**src/rtl/addr_route_pkg.sv**
```systemverilog
package addr_route_pkg;
  localparam int PAGE_W = 20;
  localparam int PORT_W = 3;

  typedef struct packed {
    logic [PORT_W-1:0] dst;
    logic              spc;
    logic [PAGE_W-1:0] base;
    logic [PAGE_W-1:0] mask;
  } desc_t;

  localparam desc_t DESC_RST = '{dst: 3'd0, spc: 1'b0, base: 20'hFFFFF, mask: 20'h00000};

  function automatic logic [63:0] desc_to_word(desc_t d);
    return {d.dst, d.spc, 20'h00000, d.base, d.mask};
  endfunction
endpackage

```
**src/rtl/route_desc_bank.sv**
```systemverilog
module route_desc_bank
  import addr_route_pkg::*;
#(
  parameter int NUM_DESC = 6,
  parameter int REG_AW   = 8,
  parameter int REG_BASE = 32
) (
  input  logic                clk_i,
  input  logic                rst_ni,
  input  logic                reg_we_i,
  input  logic                reg_re_i,
  input  logic [REG_AW-1:0]   reg_addr_i,
  input  logic [63:0]         reg_wdata_i,
  output logic [63:0]         reg_rdata_o,
  output logic                reg_rvalid_o,
  output logic                reg_err_o,
  output desc_t [NUM_DESC-1:0] desc_o
);
  localparam logic [REG_AW-1:0] BASE_L = REG_BASE[REG_AW-1:0];
  localparam logic [REG_AW:0]   NUM_L  = NUM_DESC[REG_AW:0];

  logic [REG_AW-1:0] off;
  logic              in_rng;
  desc_t             wdesc;
  logic [19:0]       wr_rsvd_unused;
  logic [63:0]       rd_sel;
  desc_t [NUM_DESC-1:0] desc_q;

  assign off    = reg_addr_i - BASE_L;
  assign in_rng = (reg_addr_i >= BASE_L) && ({1'b0, off} < NUM_L);

  // reserved field is dropped on the way in
  assign wr_rsvd_unused = reg_wdata_i[59:40];
  assign wdesc = '{dst: reg_wdata_i[63:61], spc: reg_wdata_i[60],
                   base: reg_wdata_i[39:20], mask: reg_wdata_i[19:0]};

  always_ff @(posedge clk_i or negedge rst_ni) begin
    if (!rst_ni) begin
      for (int i = 0; i < NUM_DESC; i++) desc_q[i] <= DESC_RST;
    end else if (reg_we_i && in_rng) begin
      for (int i = 0; i < NUM_DESC; i++)
        if (off == REG_AW'(i)) desc_q[i] <= wdesc;
    end
  end

  always_comb begin
    rd_sel = '0;
    for (int i = 0; i < NUM_DESC; i++)
      if (in_rng && off == REG_AW'(i)) rd_sel = desc_to_word(desc_q[i]);
  end

  always_ff @(posedge clk_i or negedge rst_ni) begin
    if (!rst_ni) begin
      reg_rdata_o  <= '0;
      reg_rvalid_o <= 1'b0;
      reg_err_o    <= 1'b0;
    end else begin
      reg_rvalid_o <= reg_re_i;
      if (reg_re_i) begin
        reg_rdata_o <= rd_sel;
        reg_err_o   <= !in_rng;
      end else begin
        reg_err_o   <= 1'b0;
      end
    end
  end

  assign desc_o = desc_q;

  p_rd_lat_r11: assert property (@(posedge clk_i) disable iff (!rst_ni)
    reg_re_i |=> reg_rvalid_o);
  p_err_zero_r10: assert property (@(posedge clk_i) disable iff (!rst_ni)
    reg_err_o |-> (reg_rvalid_o && reg_rdata_o == 64'd0));
  p_oor_flag_r10: assert property (@(posedge clk_i) disable iff (!rst_ni)
    (reg_re_i && !in_rng) |=> reg_err_o);
endmodule

```
**src/rtl/route_match.sv**
```systemverilog
module route_match
  import addr_route_pkg::*;
(
  input  desc_t             desc_i,
  input  logic [PAGE_W-1:0] page_i,
  input  logic              spc_i,
  output logic              hit_o
);
  assign hit_o = ((page_i & desc_i.mask) == desc_i.base) && (spc_i == desc_i.spc);
endmodule

```
**src/rtl/route_prio.sv**
```systemverilog
module route_prio #(
  parameter int N     = 6,
  parameter int IDX_W = 3
) (
  input  logic [N-1:0]     req_i,
  output logic             any_o,
  output logic [IDX_W-1:0] idx_o,
  output logic [N-1:0]     grant_o
);
  // scan downward so the lowest set index is the last one written
  always_comb begin
    idx_o   = '0;
    grant_o = '0;
    for (int i = N - 1; i >= 0; i--) begin
      if (req_i[i]) begin
        idx_o   = IDX_W'(i);
        grant_o = '0;
        grant_o[i] = 1'b1;
      end
    end
  end
  assign any_o = |req_i;
endmodule

```
**src/rtl/addr_route_decoder.sv**
```systemverilog
module addr_route_decoder
  import addr_route_pkg::*;
#(
  parameter int NUM_DESC     = 6,
  parameter int REG_AW       = 8,
  parameter int REG_BASE     = 32,
  parameter int DEFAULT_PORT = 0,
  localparam int IDX_W       = (NUM_DESC > 1) ? $clog2(NUM_DESC) : 1
) (
  input  logic              clk_i,
  input  logic              rst_ni,
  input  logic              reg_we_i,
  input  logic              reg_re_i,
  input  logic [REG_AW-1:0] reg_addr_i,
  input  logic [63:0]       reg_wdata_i,
  output logic [63:0]       reg_rdata_o,
  output logic              reg_rvalid_o,
  output logic              reg_err_o,
  input  logic              req_valid_i,
  input  logic [31:0]       req_addr_i,
  input  logic              req_special_i,
  output logic              rsp_valid_o,
  output logic              hit_o,
  output logic [IDX_W-1:0]  idx_o,
  output logic [2:0]        port_o
);
  localparam logic [PORT_W-1:0] DFLT = DEFAULT_PORT[PORT_W-1:0];

  desc_t [NUM_DESC-1:0] desc;
  logic  [NUM_DESC-1:0] hits;
  logic  [NUM_DESC-1:0] grant;
  logic                 any_hit;
  logic [IDX_W-1:0]     win_idx;
  logic [PORT_W-1:0]    win_port;
  logic [11:0]          addr_lo_unused;

  assign addr_lo_unused = req_addr_i[11:0];

  route_desc_bank #(
    .NUM_DESC(NUM_DESC), .REG_AW(REG_AW), .REG_BASE(REG_BASE)
  ) u_bank (
    .clk_i, .rst_ni, .reg_we_i, .reg_re_i, .reg_addr_i, .reg_wdata_i,
    .reg_rdata_o, .reg_rvalid_o, .reg_err_o, .desc_o(desc)
  );

  for (genvar g = 0; g < NUM_DESC; g++) begin : g_match
    route_match u_match (
      .desc_i(desc[g]), .page_i(req_addr_i[31:12]),
      .spc_i(req_special_i), .hit_o(hits[g])
    );
  end

  route_prio #(.N(NUM_DESC), .IDX_W(IDX_W)) u_prio (
    .req_i(hits), .any_o(any_hit), .idx_o(win_idx), .grant_o(grant)
  );

  always_comb begin
    win_port = DFLT;
    for (int i = 0; i < NUM_DESC; i++)
      if (grant[i]) win_port = desc[i].dst;
  end

  always_ff @(posedge clk_i or negedge rst_ni) begin
    if (!rst_ni) begin
      rsp_valid_o <= 1'b0;
      hit_o       <= 1'b0;
      idx_o       <= '0;
      port_o      <= DFLT;
    end else begin
      rsp_valid_o <= req_valid_i;
      if (req_valid_i) begin
        hit_o  <= any_hit;
        idx_o  <= win_idx;
        port_o <= win_port;
      end
    end
  end

  p_rsp_lat_r7: assert property (@(posedge clk_i) disable iff (!rst_ni)
    req_valid_i |=> rsp_valid_o);
  p_rsp_idle_r7: assert property (@(posedge clk_i) disable iff (!rst_ni)
    !req_valid_i |=> (!rsp_valid_o && $stable(port_o) && $stable(hit_o)));
  p_miss_dflt_r6: assert property (@(posedge clk_i) disable iff (!rst_ni)
    (rsp_valid_o && !hit_o) |-> (port_o == DFLT && idx_o == '0));
  p_grant_one_r5: assert property (@(posedge clk_i) disable iff (!rst_ni)
    $onehot0(grant) && (any_hit == (grant != '0)));
endmodule

```
**config.mk**
```make
export PLATFORM = sky130hd
export DESIGN_NAME = addr_route_decoder
export DESIGN_NICKNAME = d
export VERILOG_FILES = /design/src/rtl/addr_route_pkg.sv /design/src/rtl/route_desc_bank.sv /design/src/rtl/route_match.sv /design/src/rtl/route_prio.sv /design/src/rtl/addr_route_decoder.sv
export SDC_FILE = /design/constraint.sdc
export NUM_CORES = 1
export LEC_CHECK = 0
export ABC_CLOCK_PERIOD_IN_PS = 3300
export CAP_MARGIN = 40
export CORE_ASPECT_RATIO = 1.25
export CORE_MARGIN = 4
export CORE_UTILIZATION = 45
export DETAILED_ROUTE_END_ITERATION = 8
export DONT_BUFFER_PORTS = 1
export SYNTH_ARGS = -nofsm -noshare
export SYNTH_HDL_FRONTEND = slang
export SYNTH_HIERARCHICAL = 1
export SYNTH_SLANG_ARGS = --single-unit
```
**constraint.sdc**
```tcl
create_clock -name clk_i -period 3.3 [get_ports clk_i]
set_clock_uncertainty 0.15 [all_clocks]
set_input_delay 0 -clock clk_i [delete_from_list [all_inputs] [get_ports clk_i]]
set_output_delay 0 -clock clk_i [all_outputs]
set_load 0.02 [all_outputs]
```
### Word level (Yosys, flattened, before mapping)

Cells that the tools add are included.

* register bits: 338
* bits in latches: 0
* RAM bits: 0
* ROM bits: 0
* input bits: 110
* output and inout bits: 74
* logic and storage cells: 105
* memories: 0

* $add $sub $neg: 1
* $mul: 0
* div/mod/pow operators: 0
* $lt $le $gt $ge: 2
* equality and inequality tests: 17
* shift-type cells: 0
* mux-type cells: 25
* bitwise gates (word level): 6
* reduce and logical (&&, ||, !) cells: 23

Operators with widths (number)
* 64-bit two-way mux: 6
* 20-bit AND: 6
* 20-bit == test: 6
* 3-bit two-way mux: 12
* 6-bit two-way mux: 6
* 8-bit by 2-bit == test with 1-bit output, second input constant: 2
* 8-bit by 3-bit == test with 1-bit output, second input constant: 2
* 1-bit logical AND: 14
* 2-bit AND reduction: 6
* 8-bit by 1-bit == test with 1-bit output, second input constant: 1
* 8-bit by 6-bit >= comparator with 1-bit output, second input constant: 1
* 8-bit logical NOT: 1
* 8-bit by 3-bit less-than comparator with 1-bit output, second input constant: 1
* 8-bit by 6-bit subtractor with 8-bit output, second input constant: 1
* 1-bit == test: 6
* 6-bit OR reduction: 1
* 1-bit logical NOT: 1
* 1-bit two-way mux: 1

### Logic depth before layout (Yosys ltp)

* depth in word-level cells: 15
* mapped depth: 9
* depth with buffers taken out: 9

### Modules after synthesis

The synthesis kept the hierarchy.

Modules (own cells, without submodules)
* route_desc_bank: times used 1, cells each 1035, area each 14124.8 µm², seq. area each 7907.6 µm²
* route_match: times used 6, cells each 53, area each 365.4 µm², seq. area each 0.0 µm²
* addr_route_decoder: times used 1, cells each 44, area each 471.7 µm², seq. area each 200.2 µm²
* route_prio: times used 1, cells each 17, area each 93.8 µm², seq. area each 0.0 µm²

### Worst setup path before layout

No wires, ideal clock.

* kind: reg2reg
* from: register u_bank.desc_q, in the netlist u_bank/desc_o[73]
* to: register port_o[0]
* setup time: 135 ps
* data arrival time: 2522 ps
* required time: 3015 ps
* slack: 493 ps
* stages on the path, launching flop included: 10
* buffers on the path: 0
* period minus slack after synthesis: 2807 ps
* path through: dfstp_2 and3b_2 a211oi_2 or4b_1 nor4_2 inv_1 nor2_1 nor2b_1 a221oi_1 o211ai_1

* elaborated cells on any way between the ends: 10
* those cells by class: 1 x eq/ne; 8 x mux; 1 x reduce/logical

RTL lines
* start: declaration: RTL line route_desc_bank.sv:27 `desc_t [NUM_DESC-1:0] desc_q;`
* start signal: indexed assignment: RTL line route_desc_bank.sv:42 `if (off == REG_AW'(i)) desc_q[i] <= wdesc;`
* 20-bit == test: RTL line route_match.sv:9 `assign hit_o = ((page_i & desc_i.mask) == desc_i.base) && (spc_i == desc_i.spc);`
* 1-bit logical AND: RTL line route_match.sv:9
* via hits[1]: RTL line addr_route_decoder.sv:30 `logic [NUM_DESC-1:0] hits;`
* 6-bit two-way mux (2 in a row): RTL line route_prio.sv:15 `if (req_i[i]) begin`
* via grant[1]: RTL line addr_route_decoder.sv:31 `logic [NUM_DESC-1:0] grant;`
* 3-bit two-way mux (5 in a row): RTL line addr_route_decoder.sv:60 `if (grant[i]) win_port = desc[i].dst;`
* end signal: assignment: RTL line addr_route_decoder.sv:74 `port_o <= win_port;`
* end: declaration: RTL line addr_route_decoder.sv:25 `output logic [2:0] port_o`

The timed path passes the listed nets, and every way through them passes these cells.
A chain may end at the register's enable or synchronous reset.

### Worst setup path in the final report

* from: register u_bank.desc_q, in the netlist u_bank/desc_o[161]
* to: register port_o[2]

* elaborated cells on any way between the ends: 12
* those cells by class: 1 x eq/ne; 10 x mux; 1 x reduce/logical

RTL lines (RTL line)
* 20-bit == test: route_match.sv:9
* 1-bit logical AND: route_match.sv:9
* via hits[3]: addr_route_decoder.sv:30
* 6-bit two-way mux (4 in a row): route_prio.sv:15
* via grant[5]: addr_route_decoder.sv:31
* 3-bit two-way mux: addr_route_decoder.sv:60

The timed path passes the listed nets, and every way through them passes these cells.

==> run summary <==
Status: finished, violations left
Failing checks: negative hold slack
Number of vias per cell: 6.07
Drc violations: 0
Synth Cell Area: 0.0169 sq mm
CP Class: flop to flop
PwrDens: 502 mW/mm^2
Die height: 225 um
Sequential area share after synthesis: 48.0%
Worst r2r dst: port_o[2]$_DFFE_PN0P_
Mean post-synth cell area: 11.9 sq um
Worst vdd rail ir drop: 376 uV
Reg-to-Reg Start: u_bank/desc_o[161]$_DFFE_PN1P_
Total negative slack: 0 ps
Vias in the first global route: 12.4k
GP Congestion: 0.856
Worst-path maximum fanout: 6
Die Area: 0.0407 sq mm
# Max-Cap Violations: 0
Final setup fails: 0
Crit-path leading delay family: simple AND/OR/NAND/NOR gates
CP max stage delay: 560 ps
Setup bufs post-CTS: 0
Post-synth top area cell: dfrtp_1
Levels on crit path: 10
Final Max Tran Viols: 0
Hold Path Class: input port to asynchronous set/reset pin
CP cell instances: and3b_2 -> a211oi_2 -> or4b_1 -> nor4_2 -> or4_1 -> nor2_1 -> buf_4 -> nor2b_4 -> nand4b_1 -> o211ai_1
Post-route setup slack: 187 ps
Worst R2R Path Depth: 10
Crit share post-route: 94.3%
Tmin final: 3110 ps
Crit path DAT: 3400 ps
Pleak: 8.61 nW
Clock buffer depth: 3
# rows: 79
Initial antenna violation count: 2
P&R area growth vs syn: 13.5%
Crit end category: flop
Proportion of layout cells with a drive suffix above 1: 32.8%
Placed insts: 1848
WP data required: 3580 ps
Hold buffers post-CTS: 64
Async S/R FF share, synth: 100%
Die Wd: 181 um
Detailed Routing Iterations Pass 1: 5
Slowest CP cell: nor4_2
Dominant synthesized flop cell: dfrtp_1
CP Launch Point: u_bank/desc_o[161]$_DFFE_PN1P_
Cells after synthesis: 1414
Final Hold Viols: 318
CP bufs+invs: 1
Max Fclk: 0.321 GHz
Initial drt markers: 912
Clk slew on worst S/H paths: 60 ps
Antenna viol nets, final: 0
Num ports: 184
Via count: 12.0k
First-pass GRT wire length: 77000 um
DP Worst Slack: 212 ps
Distinct cells, synth: 59
Core Box Area: 0.0372 sq mm
Initial core utilization: 45.4%
Final cell count without fillers: 1976
Layout Nets: 1575
Unrepaired setup endpoints after global routing: no
Syn. warnings: 6
Avg WL per Cell: 25.5 um
Clock latency on the worst-skew pair: 520 ps
Clk sink count: 318
Final wirelength: 50400 um
Tot GR Track Use: 24.4%
R2R setup slack: 190 ps
Number of I/O port buffers: 0
Total gr overflow: 0
Top cells by area, synth: dfrtp_1 (29%), dfstp_2 (19%), mux2_2 (15%)
Clock root cell: clkbuf_16
Top cell type's share of synthesized area: 29.3%
CTS buffer count: 36
Worst setup path endpoint: port_o[2]$_DFFE_PN0P_
#FFs+latches synth: 318
Detail Placement HPWL: 31300 um
Hold_ws: -966 ps
CTS tree: built
CTS HTree Levels: 2
Max_slew headroom: 50.0%
Pin count of the biggest net entering global routing: 319
Tightest Pin Transition: 751 ps
CP startpoint kind: flop
Layout Utilization: 51.5%
Number of flops mapped to enable cells by yosys: 0
[worst min-delay path by stage]
stage / to / depth (start not counted)
finish: u_bank/desc_o[237]$_DFFE_PN0P_ / 0
global route: u_bank/desc_o[17]$_DFFE_PN0P_ / 0
CTS: u_bank/desc_o[17]$_DFFE_PN0P_ / 0
detailed placement: u_bank/desc_o[236]$_DFFE_PN0P_ / 0
global placement: u_bank/desc_o[236]$_DFFE_PN0P_ / 0
floorplan: hit_o$_DFFE_PN0P_ / 0
[metal layers]
layer | wire, um | vias to the layer above | share of wire, % | track usage, %
met4 | 1580 | 2 | 3.1 | 7.68
met2 | 24700 | 367 | 49 | 41.3
met5 | 16 | - | 0.032 | 0
met1 | 20900 | 6127 | 42 | 31.9
met3 | 3190 | 95 | 6.3 | 4.84
li1 | - | 5398 | - | -
[cell families after synthesis]
group	Yosys count	share of synthesized area, %
AO/OA/AOI/OAI	369	15.3
multiplexers	334	22.2
flip-flops	318	48.0
AND/OR/NAND/NOR	223	8.29
buffers and inverters	131	3.87
XOR/XNOR	37	2.19
adder cells (fa/ha/maj)	1	0.0741
other	1	0.0222
[flip-flops by register name, summed over array words and instances, names as in the netlist]
register and cells:
hit_o 1, u_bank/reg_rdata_o 44, u_bank/reg_err_o 1, port_o 3, u_bank/desc_o 264, u_bank/reg_rvalid_o 1, rsp_valid_o 1, idx_o 3
[Yosys cell counts, types with 2 or more instances]
library cell / number
nand3_1: 22
buf_2: 36
and3b_1: 12
nand4b_1: 3
o22a_1: 30
a211oi_2: 6
clkbuf_1: 37
dfstp_2: 120
nor2_1: 29
o22ai_1: 52
a211oi_1: 33
o21ai_0: 31
xor2_1: 25
o221ai_1: 3
inv_1: 26
a22oi_1: 22
xnor2_2: 6
a21oi_1: 76
mux2i_1: 22
mux2_1: 93
xnor2_1: 6
and3b_2: 6
nand2b_1: 9
dfrtp_1: 198
or4b_1: 6
o211ai_1: 22
buf_4: 29
o221a_2: 21
nand2_1: 37
a221oi_1: 5
nand4_1: 12
mux2_2: 218
a31oi_1: 3
nor4_2: 6
nor2b_1: 11
and4_1: 2
a21o_1: 21
buf_1: 2
a21boi_0: 43
and3_1: 54
[power by group]
group	total, mW	switching, mW	internal [mW]
combinational	1.30	0.690	0.606
sequential	4.52	0.299	4.22
clock	3.81	1.57	2.24
total	9.62	2.56	7.07
[stage by stage]
| step | instance area (sq um) | total power, mW |
|---|---|---|
| after floorplan | 17000 | 5.35 |
| after global placement | 17300 | 5.65 |
| after detailed placement | 17300 | 5.68 |
| after CTS | 19200 | 9.70 |
| after global routing | 19200 | 10.0 |
| final | 19200 | 9.62 |
[what timing repair did]
action,4_1_cts,5_1_grt
setup endpoints to repair,0,1
hold endpoints to repair,636,318
resized for setup,0,0
[worst reg2reg max path, cell delays in order (launching register included)]
cell and delay [ps]:
dfstp_2 540, and3b_2 210, a211oi_2 180, or4b_1 540
nor4_2 560, or4_1 220, nor2_1 40, buf_4 150
nor2b_4 160, nand4b_1 110, o211ai_1 170
[placed cells by master (no fill, tap or decap), types with 5 or more instances in the layout]
master	synthesis	final
a21oi_1	76	76
dfrtp_1	198	198
o21ai_0	31	31
buf_4	29	31
buf_12	0	5
a211oi_1	33	33
nor2_1	29	29
nand2b_1	9	9
clkbuf_8	0	8
a21boi_0	43	43
o221a_2	21	21
or4b_1	6	6
mux2_1	93	93
nor4_2	6	6
nand3_1	22	22
xnor2_2	6	6
and3_1	54	54
xor2_1	25	25
a21o_1	21	21
a221oi_1	5	5
nand4_1	12	12
mux2i_1	22	22
xnor2_1	6	6
a211oi_2	6	6
mux2_2	218	218
conb_1	1	20
o211ai_1	22	22
inv_1	26	25
dlygate4sd3_1	0	58
o22ai_1	52	52
o22a_1	30	30
and3b_2	6	6
nand2_1	37	36
a22oi_1	22	22
clkbuf_1	37	13
nor2b_1	11	8
clkbuf_16	0	37
and3b_1	12	12
dfstp_2	120	120
[layout make-up]
type / instances / area (sq um)
fillers: 3348 / 18000
multi-input cells: 984 / 8220
flip-flops and latches: 318 / 8110
clock buffers: 58 / 1080
repair buffers: 98 / 1010
well taps: 486 / 608
inverters: 26 / 97.6
clock inverters: 5 / 30.0
diodes: 1 / 2.50
Note: power is estimated with default switching activity, not from simulation.
